$ cat src/rtl/phy_pwr_mgr.sv
module phy_pwr_mgr #(
  parameter int WAKE_TICKS = 230
) (
  input  logic       clk,
  input  logic       rst_n,
  input  logic       slow_tick,
  input  logic       lps,
  input  logic       port_disc,
  input  logic       port_dis,
  input  logic       port_susp,
  input  logic       port_int_en,
  input  logic       ev_bias,
  input  logic       ev_disconnect,
  input  logic       ev_connect,
  output logic       clk_gen_en,
  output logic       ref_det_en,
  output logic       ref_conn_en,
  output logic       ref_full_en,
  output logic       if_init,
  output logic       sysclk_valid,
  output logic [2:0] pm_state
);
  localparam int CW = $clog2(WAKE_TICKS + 1);
  localparam logic [CW-1:0] LAST = CW'(WAKE_TICKS - 1);

  typedef enum logic [2:0] {
    S_NORMAL = 3'd0,
    S_IFDIS  = 3'd1,
    S_LIGHT  = 3'd2,
    S_DEEP   = 3'd3,
    S_WAKE   = 3'd4
  } pm_t;

  pm_t st, nx;
  logic [CW-1:0] cnt;

  logic idle, deep, wake_evt, asleep, wake_done;
  assign idle      = port_disc | port_dis | port_susp;
  assign deep      = port_disc | (port_dis & ~port_int_en);
  assign wake_evt  = ((ev_bias | ev_disconnect) & port_susp) | (ev_connect & ~port_dis);
  assign asleep    = (st == S_LIGHT) || (st == S_DEEP);
  assign wake_done = (st == S_WAKE) && slow_tick && (cnt == LAST);

  always_comb begin
    nx = st;
    unique case (st)
      S_NORMAL: if (!lps) nx = S_IFDIS;
      S_IFDIS: begin
        if (lps)       nx = S_NORMAL;
        else if (idle) nx = deep ? S_DEEP : S_LIGHT;
      end
      S_LIGHT, S_DEEP: begin
        if (lps || wake_evt) nx = S_WAKE;
        else                 nx = deep ? S_DEEP : S_LIGHT;
      end
      S_WAKE: if (wake_done) nx = lps ? S_NORMAL : S_IFDIS;
      default: nx = S_IFDIS;
    endcase
  end

  always_ff @(posedge clk or negedge rst_n) begin
    if (!rst_n) begin
      st      <= S_IFDIS;
      cnt     <= '0;
      if_init <= 1'b0;
    end else begin
      st      <= nx;
      if_init <= (nx == S_NORMAL) && (st != S_NORMAL);
      if (st != S_WAKE)  cnt <= '0;
      else if (slow_tick) cnt <= cnt + 1'b1;
    end
  end

  assign pm_state     = st;
  assign clk_gen_en   = !asleep;
  assign ref_conn_en  = 1'b1;
  assign ref_det_en   = st != S_DEEP;
  assign ref_full_en  = !asleep;
  assign sysclk_valid = (st == S_NORMAL) || (st == S_IFDIS);
endmodule

$ cat config.mk
export PLATFORM = sky130hd
export DESIGN_NAME = phy_pwr_mgr
export DESIGN_NICKNAME = d
export VERILOG_FILES = /design/src/rtl/phy_pwr_mgr.sv
export SDC_FILE = /design/constraint.sdc
export NUM_CORES = 1
export LEC_CHECK = 0
export ABC_AREA = 1
export ABC_CLOCK_PERIOD_IN_PS = 1700
export BUFFER_PORTS_ARGS = -buffer_cell sky130_fd_sc_hd__buf_2
export CORE_UTILIZATION = 53
export CTS_BUF_LIST = sky130_fd_sc_hd__clkbuf_8
export CTS_CLUSTER_DIAMETER = 120
export DETAILED_ROUTE_END_ITERATION = 12
export PLACE_DENSITY_LB_ADDON = 0.25
export SYNTH_ARGS = -nofsm -noshare
export SYNTH_HDL_FRONTEND = slang
export SYNTH_SLANG_ARGS = --single-unit
$ cat constraint.sdc
create_clock -name clk -period 1.7 [get_ports clk]
set_clock_uncertainty 0.05 [all_clocks]
set_input_delay 0.34 -clock clk [delete_from_list [all_inputs] [get_ports clk]]
set_output_delay 0.34 -clock clk [all_outputs]
set_load 0.01 [all_outputs]
==> metrics.md <==
| Metric | Value |
|---|---|
| Status | `complete, no violations` |
| Critical Path End Type | `output pin` |
| Dpl ws | `roughly 0.37 ns` |
| Req. time, crit path | `around 1.3 ns` |
| Final period util | `between 90 and 100%` |
| Warnings from Yosys | `0` |
| Sink Count | `12` |
| Synth Area in Adders | `under 10%` |
| Initial antenna violation count | `0` |
| P per Cell Area | `approximately 1200 nW/um^2` |
| Leak pwr | `about 0.47 nW` |
| Via-to-Cell Ratio | `4.71` |
| All-layer global routing usage | `around a fifth` |
| Most common cell in the netlist | `nand2_1` |
| Asr flop ratio synth | `100%` |
| Post-Route WL | `1350 microns` |
| Gr ovfl total | `0` |
| Post-Syn Area | `between 700 and 800 sq um` |
| Post-layout nets | `140` |
| Post-route ant nets | `0` |
| Startpoint Class | `register` |
| Main combinational cell family by area after synthesis | `simple AND/OR/NAND/NOR gates` |
| Slew Limit Fails | `0` |
| Ratio of cells with drive above 1 in the final layout | `31.7%` |
| Yosys reg bits | `12` |
| Diodes inserted | `0` |
| CTS tree | `done` |
| Path type of the worst setup path | `register to output pin` |
| CTS Buffer Depth | `2` |
| TritonRoute pass-1 iters | `4` |
| Final setup margin | `around 0.15 ns` |
| Syn_nets | `around 120` |
| Worst hold slack | `around 0.35 ns` |
| IO Pins | `20` |
| Post-synthesis mux area share | `0%` |
| Vias | `664` |
| Placed cell area | `about 850 sq um` |
| Max H-tree Level | `1` |
| MaxCap Viol Count | `0` |
| Vias in the first global route | `about 520` |
| DRC viols | `0` |
| CTS buffer count | `3` |
| Fillers | `approximately 120` |
| Synth Instances | `105` |
| Commonest cells in the netlist | `nand2_1, inv_1, nor2_1, dfrtp_1, nand3_1` |
| Port Buffer Count | `18` |
| DP Wirelength | `approximately 1100 microns` |
| Synth area leader | `dfrtp_1` |
| Final Util | `about 69%` |
| FMAX | `647 MHz` |
| Yosys top cell area share | `a little over a third` |
| Chip width | `39.7 microns` |
| Sequential element share of the synthesized area | `40.1%` |
| Simple-gate share of the synthesized area | `about a third` |
| Cell row count | `13` |
| Core area | `roughly 1300 sq um` |
| Crit path arrival time | `1.16 ns` |
| Compound-Gate Fraction of Synth Area | `under 10%` |
| First-pass GRT wire length | `2120 microns` |
| Die Ht | `a little under 40 microns` |
| Initial Utilization | `approximately 57%` |
| Reg2Reg Depth | `10` |
| FF/Latch Area | `just over 300 sq um` |
| Post-cts sizing count | `0` |
| RePlAce Congestion | `around 0.78` |
| Clock slew at reported path FFs | `~0.05 ns` |
| Clk_lat worst skew | `0.24 ns` |
| Routed wire per std cell | `roughly 9.5 microns` |
| Final setup viols | `0` |
| TNS Setup | `0 ns` |
| Drt first-iter violations | `14` |
| # placed instances | `~140` |
| Post-synthesis area per instance | `slightly above 7 sq um` |
| Synth Flop Type | `dfrtp_1` |
| Post-synth EDFFs | `0` |
| Post-route minimum period | `about 1.5 ns` |
| Largest net degree at the start of global routing | `13` |
| XOR/XNOR Fraction of Synth Area | `0%` |
| Fin area | `approximately 910 sq um` |
| RSZ-0062 raised after global routing | `no` |
| Die area | `about 1600 sq um` |
| Fin cells | `about 140` |
| Synth cell types | `21` |
| Clock root buffer | `clkbuf_8` |
| Crit path max fanout | `5` |
| Hold Path Depth | `3` |
| Total design power | `approximately 1.1 mW` |
| Endpoints failing hold | `0` |
| Max VDD drop | `approximately 0.73 mV` |
| Multi-input gate area | `roughly 350 sq um` |
| Synth top area cells | `dfrtp_1, nand2_1, inv_1` |
| Hold Crit Class | `primary input to register` |
| P&R area growth vs syn | `21.1%` |
cells by family (layout without fill, tap and decap cells):
group,Yosys count,in the layout
other,1,1
adders and majority gates,2,2
and+or+nand+nor,52,52
AOI/OAI and AO/OA,14,14
buffers and inverters,24,45
DFF,12,12
layout by cell type, fill, tap and decap left out, drive strengths merged, types with 2 or more instances in the layout:
cell,synthesis,final
buf,2,18
o21ai,8,8
nand3,8,8
clkbuf,0,4
nand4,2,2
nand2,23,23
inv,20,20
dfrtp,11,11
clkinv,2,2
a21oi,6,6
nor2,18,18
ha,2,2
critical path, cell delays in order (launching register included):
cell	delay, ns
dfrtp_1	0.42
nor2_1	0.28
nand2_1	0.07
buf_2	0.14
final timing paths:
kind,slack [ns],to,start
worst min register to register,0.46,cnt[5]$_DFFE_PN0P_,cnt[5]$_DFFE_PN0P_
worst max register to register,0.38,if_init$_DFF_PN0_,cnt[1]$_DFFE_PN0P_
min in group asynchronous,0.45,if_init$_DFF_PN0_,rst_n
worst min-delay path,0.35,cnt[2]$_DFFE_PN0P_,slow_tick
worst max-delay path,0.15,ref_det_en,pm_state[2]$_DFF_PN0_
max in group asynchronous,0.89,pm_state[0]$_DFF_PN1_,rst_n
per-layer routing:
metal | up-vias | wire (microns) | share of wire (%) | global-route usage, %
li1 | 363 | - | - | -
met1 | 278 | 686 | 51 | 29.8
met2 | 21 | 576 | 43 | 28.3
met3 | 2 | 71 | 5.3 | 10.2
met4 | 0 | 12 | 0.89 | 5.17
met5 | - | 0 | 0 | 0
power breakdown:
part	switching (mW)	internal [mW]	total [mW]
Combinational	0.256	0.151	0.407
Sequential	0.0448	0.341	0.386
Clock	0.0987	0.204	0.303
Total	0.400	0.695	1.10
registers in the layout, indices dropped and copies added (netlist names):
register	count
cnt	8
pm_state	3
if_init	1
final cells by class:
cell class / count / area share [%]
Clock buffer: 4 / 6.04
Multi-Input combinational cell: 69 / 38.6
Tap cell: 15 / 2.06
Sequential cell: 12 / 33.1
Timing Repair Buffer: 19 / 11.0
Inverter: 22 / 9.20
what timing repair did:
action                                  CTS  global route
hold buffers                              1             0
endpoints found under the setup margin    0             0
hold endpoints to repair                 11             0
buffers inserted                          0             0
Power figures use the tool's default switching activity.
